$ cat src/rtl/mpk_pkg.sv
package mpk_pkg;
  localparam int DEF_KEY_W  = 4;
  localparam int DEF_PART_W = 4;
  localparam int DEF_ADDR_W = 16;

  // Verdict of one key comparison; the all-zero key always passes.
  function automatic logic key_allows(input logic [DEF_KEY_W-1:0] ctx,
                                      input logic [DEF_KEY_W-1:0] part_key);
    return (ctx == '0) || (ctx == part_key);
  endfunction
endpackage

$ cat src/rtl/mpk_part_decode.sv
module mpk_part_decode #(
  parameter int ADDR_W = 16,
  parameter int PART_W = 4
) (
  input  logic [ADDR_W-1:0] addr,
  output logic [PART_W-1:0] part
);
  localparam int OFS_W = ADDR_W - PART_W;

  // The offset inside a partition plays no part in protection.
  logic [OFS_W-1:0] ofs_unused;

  assign part       = addr[ADDR_W-1:OFS_W];
  assign ofs_unused = addr[OFS_W-1:0];
endmodule

$ cat src/rtl/mpk_key_table.sv
module mpk_key_table #(
  parameter int KEY_W  = 4,
  parameter int PART_W = 4
) (
  input  logic              clk,
  input  logic              rst_n,
  input  logic              wr_en,
  input  logic              wr_sup,
  input  logic [PART_W-1:0] wr_idx,
  input  logic [KEY_W-1:0]  wr_key,
  input  logic [PART_W-1:0] rd_idx,
  output logic [KEY_W-1:0]  rd_key,
  output logic              priv_fault
);
  localparam int NUM_PART = 1 << PART_W;

  logic             wr_ok;
  logic [KEY_W-1:0] key_q [NUM_PART];

  assign wr_ok      = wr_en && wr_sup;
  assign priv_fault = wr_en && !wr_sup;
  assign rd_key     = key_q[rd_idx];

  for (genvar i = 0; i < NUM_PART; i++) begin : g_entry
    always_ff @(posedge clk or negedge rst_n) begin
      if (!rst_n)
        key_q[i] <= '0;
      else if (wr_ok && (wr_idx == PART_W'(i)))
        key_q[i] <= wr_key;
    end

    // a supervisor write lands in the addressed entry
    a_r6_sup_write_lands: assert property (@(posedge clk) disable iff (!rst_n)
      (wr_en && wr_sup && wr_idx == PART_W'(i)) |=> key_q[i] == $past(wr_key));

    // a user-mode write leaves the entry untouched
    a_r7_user_write_dropped: assert property (@(posedge clk) disable iff (!rst_n)
      priv_fault |=> $stable(key_q[i]));

    // an entry changes only through an addressed supervisor write
    a_r6_no_stray_update: assert property (@(posedge clk) disable iff (!rst_n)
      !(wr_en && wr_sup && wr_idx == PART_W'(i)) |=> $stable(key_q[i]));
  end
endmodule

$ cat src/rtl/mpk_key_match.sv
module mpk_key_match
  import mpk_pkg::*;
#(
  parameter int KEY_W = DEF_KEY_W
) (
  input  logic             clk,
  input  logic             rst_n,
  input  logic             valid,
  input  logic [KEY_W-1:0] ctx_key,
  input  logic [KEY_W-1:0] part_key,
  output logic             grant,
  output logic             fault
);
  logic allow;

  assign allow = (ctx_key == '0) || (ctx_key == part_key);
  assign grant = valid && allow;
  assign fault = valid && !allow;

  // one verdict per request, none when idle
  a_r4_one_verdict: assert property (@(posedge clk) disable iff (!rst_n)
    valid |-> $onehot({grant, fault}));
  a_r4_idle_quiet: assert property (@(posedge clk) disable iff (!rst_n)
    !valid |-> !grant && !fault);
  // the master key never faults
  a_r3_master_passes: assert property (@(posedge clk) disable iff (!rst_n)
    (valid && ctx_key == '0) |-> grant);
  // a key mismatch from a user context is refused
  a_r2_mismatch_refused: assert property (@(posedge clk) disable iff (!rst_n)
    (valid && ctx_key != '0 && ctx_key != part_key) |-> fault);
endmodule

$ cat src/rtl/mpk_guard.sv
module mpk_guard
  import mpk_pkg::*;
#(
  parameter int ADDR_W = DEF_ADDR_W,
  parameter int PART_W = DEF_PART_W,
  parameter int KEY_W  = DEF_KEY_W
) (
  input  logic              clk,
  input  logic              rst_n,
  input  logic              req_valid,
  input  logic [ADDR_W-1:0] req_addr,
  input  logic              req_write,
  input  logic [KEY_W-1:0]  ctx_key,
  input  logic              sup_mode,
  input  logic              kt_wr_en,
  input  logic [PART_W-1:0] kt_wr_idx,
  input  logic [KEY_W-1:0]  kt_wr_key,
  output logic              acc_grant,
  output logic              acc_fault,
  output logic              priv_fault
);
  logic [PART_W-1:0] part;
  logic [KEY_W-1:0]  part_key;
  logic              dir_unused;

  // Reads and writes are judged alike.
  assign dir_unused = req_write;

  mpk_part_decode #(.ADDR_W(ADDR_W), .PART_W(PART_W)) u_dec (
    .addr (req_addr),
    .part (part)
  );

  mpk_key_table #(.KEY_W(KEY_W), .PART_W(PART_W)) u_tab (
    .clk        (clk),
    .rst_n      (rst_n),
    .wr_en      (kt_wr_en),
    .wr_sup     (sup_mode),
    .wr_idx     (kt_wr_idx),
    .wr_key     (kt_wr_key),
    .rd_idx     (part),
    .rd_key     (part_key),
    .priv_fault (priv_fault)
  );

  mpk_key_match #(.KEY_W(KEY_W)) u_cmp (
    .clk      (clk),
    .rst_n    (rst_n),
    .valid    (req_valid),
    .ctx_key  (ctx_key),
    .part_key (part_key),
    .grant    (acc_grant),
    .fault    (acc_fault)
  );

  // the privilege pulse coincides with a user-mode write attempt
  a_r8_priv_pulse: assert property (@(posedge clk) disable iff (!rst_n)
    priv_fault |-> kt_wr_en && !sup_mode);
  a_r8_sup_silent: assert property (@(posedge clk) disable iff (!rst_n)
    sup_mode |-> !priv_fault);
endmodule

$ cat config.mk
export PLATFORM = sky130hd
export DESIGN_NAME = mpk_guard
export DESIGN_NICKNAME = d
export VERILOG_FILES = /design/src/rtl/mpk_pkg.sv /design/src/rtl/mpk_part_decode.sv /design/src/rtl/mpk_key_table.sv /design/src/rtl/mpk_key_match.sv /design/src/rtl/mpk_guard.sv
export SDC_FILE = /design/constraint.sdc
export NUM_CORES = 1
export LEC_CHECK = 0
export CORE_MARGIN = 1.5
export CORE_UTILIZATION = 45
export DETAILED_ROUTE_END_ITERATION = 7
export GPL_ROUTABILITY_DRIVEN = 1
export HOLD_SLACK_MARGIN = 0.1
export PLACE_DENSITY = 0.64
export SLEW_MARGIN = 30
export SYNTH_ARGS = -nofsm -noshare
export SYNTH_HDL_FRONTEND = slang
export SYNTH_SLANG_ARGS = --single-unit
$ cat constraint.sdc
create_clock -name clk -period 6.4 [get_ports clk]
set_input_delay 1.28 -clock clk [delete_from_list [all_inputs] [get_ports clk]]
set_output_delay 1.28 -clock clk [all_outputs]
set_load 0.005 [all_outputs]
-- After elaboration in Yosys (flattened, before gate mapping)
Cells that the tools add are included.
- multiplexer cells: 3
- eq/ne operators: 16
- bitwise operators: 1
- order comparisons: 1
- reductions and logical operators: 25
- operators with widths (cell ; count):
    $eq 4x4->1 const B ; 8
    $logic_and 1x1->1 ; 20
    $bmux 4 s4 ; 1
    $eq 4x3->1 const B ; 4
    $eq 4x2->1 const B ; 2
    $logic_not 4->1 ; 2
    $mux 4 ; 2
    $ge 5x5->1 const B ; 1
    $not 4->5 ; 1
    $eq 4x1->1 const B ; 1
    $eq 4x4->1 ; 1
    $logic_not 1->1 ; 2
    $logic_or 1x1->1 ; 1
- register bits after elaboration: 64
- output and inout bits: 3
- word-level logic and storage cells: 62

-- Logic depth before layout (Yosys ltp)
- word-level depth: 8
- gate-level depth with buffers: 8

-- Hierarchy
A second synthesis with hierarchy kept.
- cell total of the unflattened synthesis: 208
- area, all modules: 3123.0 µm²
- modules (own cells, without submodules) (module ; instances ; seq. area each (µm²) ; area each (µm²) ; cells each):
    mpk_key_table ; 1 ; 1601.5 ; 3030.4 ; 196
    mpk_key_match ; 1 ; 0.0 ; 62.6 ; 8
    mpk_part_decode ; 1 ; 0.0 ; 30.0 ; 4

-- Worst setup path before layout
Ideal clock, no wire load.
- path kind: input -> output
- start point: input req_addr[14]
- end point: output acc_grant
- arrival time: 2.857 ns
- path buffers: 1
- path slack: 2.263 ns
- stages on the path: 6
- path through: buf_6 -> mux4_1 -> mux4_2 -> xor2_1 -> a211oi_2 -> a31o_1
- longest elaborated chain between the ends: 7
- RTL lines (what ; RTL line ; text):
    start: declaration ; mpk_guard.sv:11 ; input logic [ADDR_W-1:0] req_addr,
    $not 4->5 (implied by the code) ; mpk_key_table.sv:22 ; assign rd_key = key_q[rd_idx];
    $bmux 4 s4 ; mpk_key_table.sv:22 ;
    $mux 4 (implied by the code) (2 in series) ; mpk_key_table.sv:22 ;
    $eq 4x4->1 ; mpk_key_match.sv:16 ; assign allow = (ctx_key == '0) || (ctx_key == part_key);
    $logic_or 1x1->1 ; mpk_key_match.sv:16 ;
    $logic_and 1x1->1 ; mpk_key_match.sv:17 ; assign grant = valid && allow;
    end: declaration ; mpk_guard.sv:18 ; output logic acc_grant,
No other way between the ends. The select of a mux whose other input is x is not followed.

-- Final worst setup path
Ends and elaborated chain as after synthesis.

==> metrics.md <==
| Metric | Value |
|---|---|
| Status | `finished clean` |
| PD cells | `285.7 nW/um2` |
| Via count | `1879` |
| Ant diodes | `0` |
| Max reg flops | `64` |
| Biggest regs | `u_tab.key_q x64` |
| Critical path depth | `7` |
| Synthesized instance count | `219` |
| Final wirelength | `6535 um` |
| Unrepaired setup endpoints after global routing | `no` |
| Die H | `86.43 um` |
| Post-DP Area | `3430 um2` |
| F_max | `0.1782 GHz` |
| Post-synthesis simple-gate area fraction | `5.593%` |
| Multiplexer share of the synthesized area | `36.08%` |
| Logic gate share of total power | `19.2%` |
| WP data required | `5.12 ns` |
| Biggest register | `u_tab.key_q` |
| Mapped Area | `3132 um2` |
| Final worst path period need | `5.610 ns` |
| Worst ir drop on vdd | `0.0001279 V` |
| Crit share post-route | `87.66%` |
| Io pins | `37` |
| Final Util | `53.44%` |
| Main combinational cell family by area after synthesis | `multiplexers` |
| Synth Area in Compound Gates | `3.476%` |
| Max Fanout on Critical Path | `9` |
| Post-DRT Antenna Nets | `0` |
| Drt initial violations | `128` |
| Placeable Area | `6756 um2` |
| Dpl hpwl | `4652 um` |
| Reg2Reg Capture Point | `u_tab.key_q[25]` |
| Port bufs | `23` |
| Clk buf depth | `2` |
| P_leak | `1.585 nW` |
| Clock transition at the registers of the reported paths | `0.07 ns` |
| Post-synthesis sequential area ratio | `51.14%` |
| Global-route wire length before repair | `10540 um` |
| Slew Limit Fails | `0` |
| Drt drc | `0` |
| Max-cap violation count | `0` |
| Row Count | `30` |
| Worst reg2reg setup slack | `5.62 ns` |
| Pre-antenna DRT Iters | `5` |
| Synth unique cells | `32` |
| Post-CTS Resized | `0` |
| Postcts setup bufs | `0` |
| Yosys Warn Count | `0` |
| Share of cells above drive strength 1 | `38.25%` |
| Final hold vios | `0` |
| Slowest stage delay, CP | `0.86 ns` |
| Die area | `7469 um2` |
| Clock Sink Count | `64` |
| Synthesized area per cell | `14.30 um2` |
| Hold path depth | `1` |
| Cell taking the most area after synthesis | `dfrtp_1` |
| Final Setup Violations | `0` |
| DIE WIDTH | `86.43 um` |
| Async set-reset flop share out of synthesis | `100.0%` |
| Layout Skew | `0 ns` |
| Post-synth top area share | `51.14%` |
| Routability cong. | `0.7611` |
| CP arrival | `4.33 ns` |
| # nets final | `280` |
| R2r startpoint | `u_tab.key_q[25]` |
| # placed instances | `315` |
| Synth top area cells | `dfrtp_1 51%, mux2_2 23%, mux4_2 5.8%` |
| CTS tree | `yes` |
| Syn nets | `253` |
| Startpoint Class | `primary input` |
| Power Internal | `0.7539 mW` |
| DR vias/cell | `5.677` |
| Worst path slowest cell | `clkdlybuf4s50_1` |
| GRT overflow | `0` |
| FF-to-FF path depth | `1` |
| Starting Density | `46.35%` |
| Sw Ratio | `26.93%` |
| Final WS setup | `0.7897 ns` |
| Reg power frac | `50.3%` |
| Final instance area | `3611 um2` |
| Setup TNS | `0 ns` |
| Vias in the first global route | `1873` |
| Clk Latency, worst-skew pair | `0.34 ns` |
| Routed len/inst | `19.74 um` |
| Top delay family on crit path | `buffers and inverters` |
| CP cell instances | `clkdlybuf4s50_1 -> mux4_1 -> mux4_2 -> xor2_1 -> a211oi_2 -> a31o_1 -> clkdlybuf4s50_1` |
| WS Path Type | `in2out` |
| #FFs+latches synth | `64` |
| Root Driver | `clkbuf_8` |
| Largest net degree at the start of global routing | `65` |
| Psw | `0.2778 mW` |
| Synth cell count leaders | `64 x dfrtp_1, 64 x mux2_2, 15 x mux2i_1` |
| Predominant post-synthesis flop cell | `dfrtp_1` |
| Initial antenna violation count | `0` |
| HP Start | `u_tab.key_q[34]` |
| Hold Path Class | `reg2reg` |
| Hold Buf Count CTS | `0` |
| Worst Path Buf+Inv | `2` |
| Post-synth EDFFs | `0` |
| Post-synthesis xor/xnor area fraction | `1.678%` |
| Dpl ws | `0.7608 ns` |
| CTS Buf Count | `9` |
| Clock power share | `30.4%` |
| Slew @ Worst Pin | `0.8195 ns` |
| GR Util All Layers | `19.74%` |
| CP dominant cell by count | `clkdlybuf4s50_1` |
| Area Overhead vs Synth | `15.30%` |
| Number of H-tree levels | `3` |
| Min-Delay Endpoint | `u_tab.key_q[34]` |
| Layout Cells excl Fill | `331` |
| Slew HR | `45.37%` |
| Critical Path Sink Type | `output port` |
| Post-synthesis adder-cell area fraction | `0%` |
[cell usage in the layout, fill, tap and decap left out]
cell type	n
mux4_2	8
nand2_1	4
clkbuf_8	10
nor3_1	2
xnor2_1	2
xor2_1	4
a21o_1	1
inv_1	2
inv_6	1
a221oi_1	1
and2_1	2
clkdlybuf4s50_1	22
nand4_1	1
clkinvlp_4	4
or3_1	1
mux4_1	3
buf_2	1
a211oi_1	2
dfrtp_1	64
clkinv_2	1
nor4_1	1
a22o_1	2
a22oi_1	2
mux2i_1	15
nor4_2	1
nor2_1	13
nand3_1	1
nand4b_1	1
nor2b_1	3
mux2_2	64
a221oi_2	1
a31o_1	1
buf_4	3
a211oi_2	1
nand2b_1	5
a31o_2	1
[stage by stage]
step,hold slack (ns),total power [mW]
floorplan,0.4703,0.6614
global placement,0.4812,0.7211
detailed placement,0.4877,0.7293
CTS,0.5057,1.043
global route,0.5140,1.085
finish,0.5039,1.032
[power by group through the flow]
stage	Sequential (mW)	Combinational [mW]	Clock, mW
floorplan	0.515	0.147	0
global placement	0.525	0.196	0
detailed placement	0.528	0.202	0
CTS	0.520	0.202	0.321
global route	0.530	0.217	0.338
finish	0.519	0.198	0.314
[metal layers]
| layer | vias to the layer above | GRT usage (%) | routed length, um | part of all wire (%) |
|---|---|---|---|---|
| met5 | - | 0 | 0 | 0 |
| met4 | 0 | 8.065 | 129 | 2.0 |
| met3 | 12 | 3.905 | 215 | 3.3 |
| met2 | 42 | 28.55 | 2871 | 44 |
| met1 | 954 | 29.25 | 3319 | 51 |
| li1 | 871 | - | - | - |
[area by class of cell]
cell class / count / area, um2
inverters: 2 / 7.507
fillers: 584 / 3146
repair buffers: 26 / 247.7
clock buffers: 10 / 137.6
clock inverters: 6 / 43.79
well taps: 80 / 100.1
flip-flops and latches: 64 / 1602
multi-input cells: 143 / 1473
[logic make-up (layout without fill, tap and decap cells)]
| family | Yosys count | in the layout |
|---|---|---|
| DFF | 64 | 64 |
| xor gates and xnor gates | 6 | 6 |
| muxes | 90 | 90 |
| buffers and inverters | 12 | 44 |
| AOI/OAI and AO/OA | 12 | 12 |
| and+or+nand+nor | 35 | 35 |
[worst max-delay path by stage]
stage | start | endpoint | slack [ns]
2_1_floorplan | req_addr[14] | acc_grant | 2.26
3_3_place_gp | req_addr[14] | acc_grant | 0.79
3_5_place_dp | req_addr[14] | acc_grant | 0.76
4_1_cts | req_addr[14] | acc_grant | 0.76
5_1_grt | req_addr[14] | acc_grant | 0.65
6_report | req_addr[14] | acc_grant | 0.79
Power figures use the tool's default switching activity.
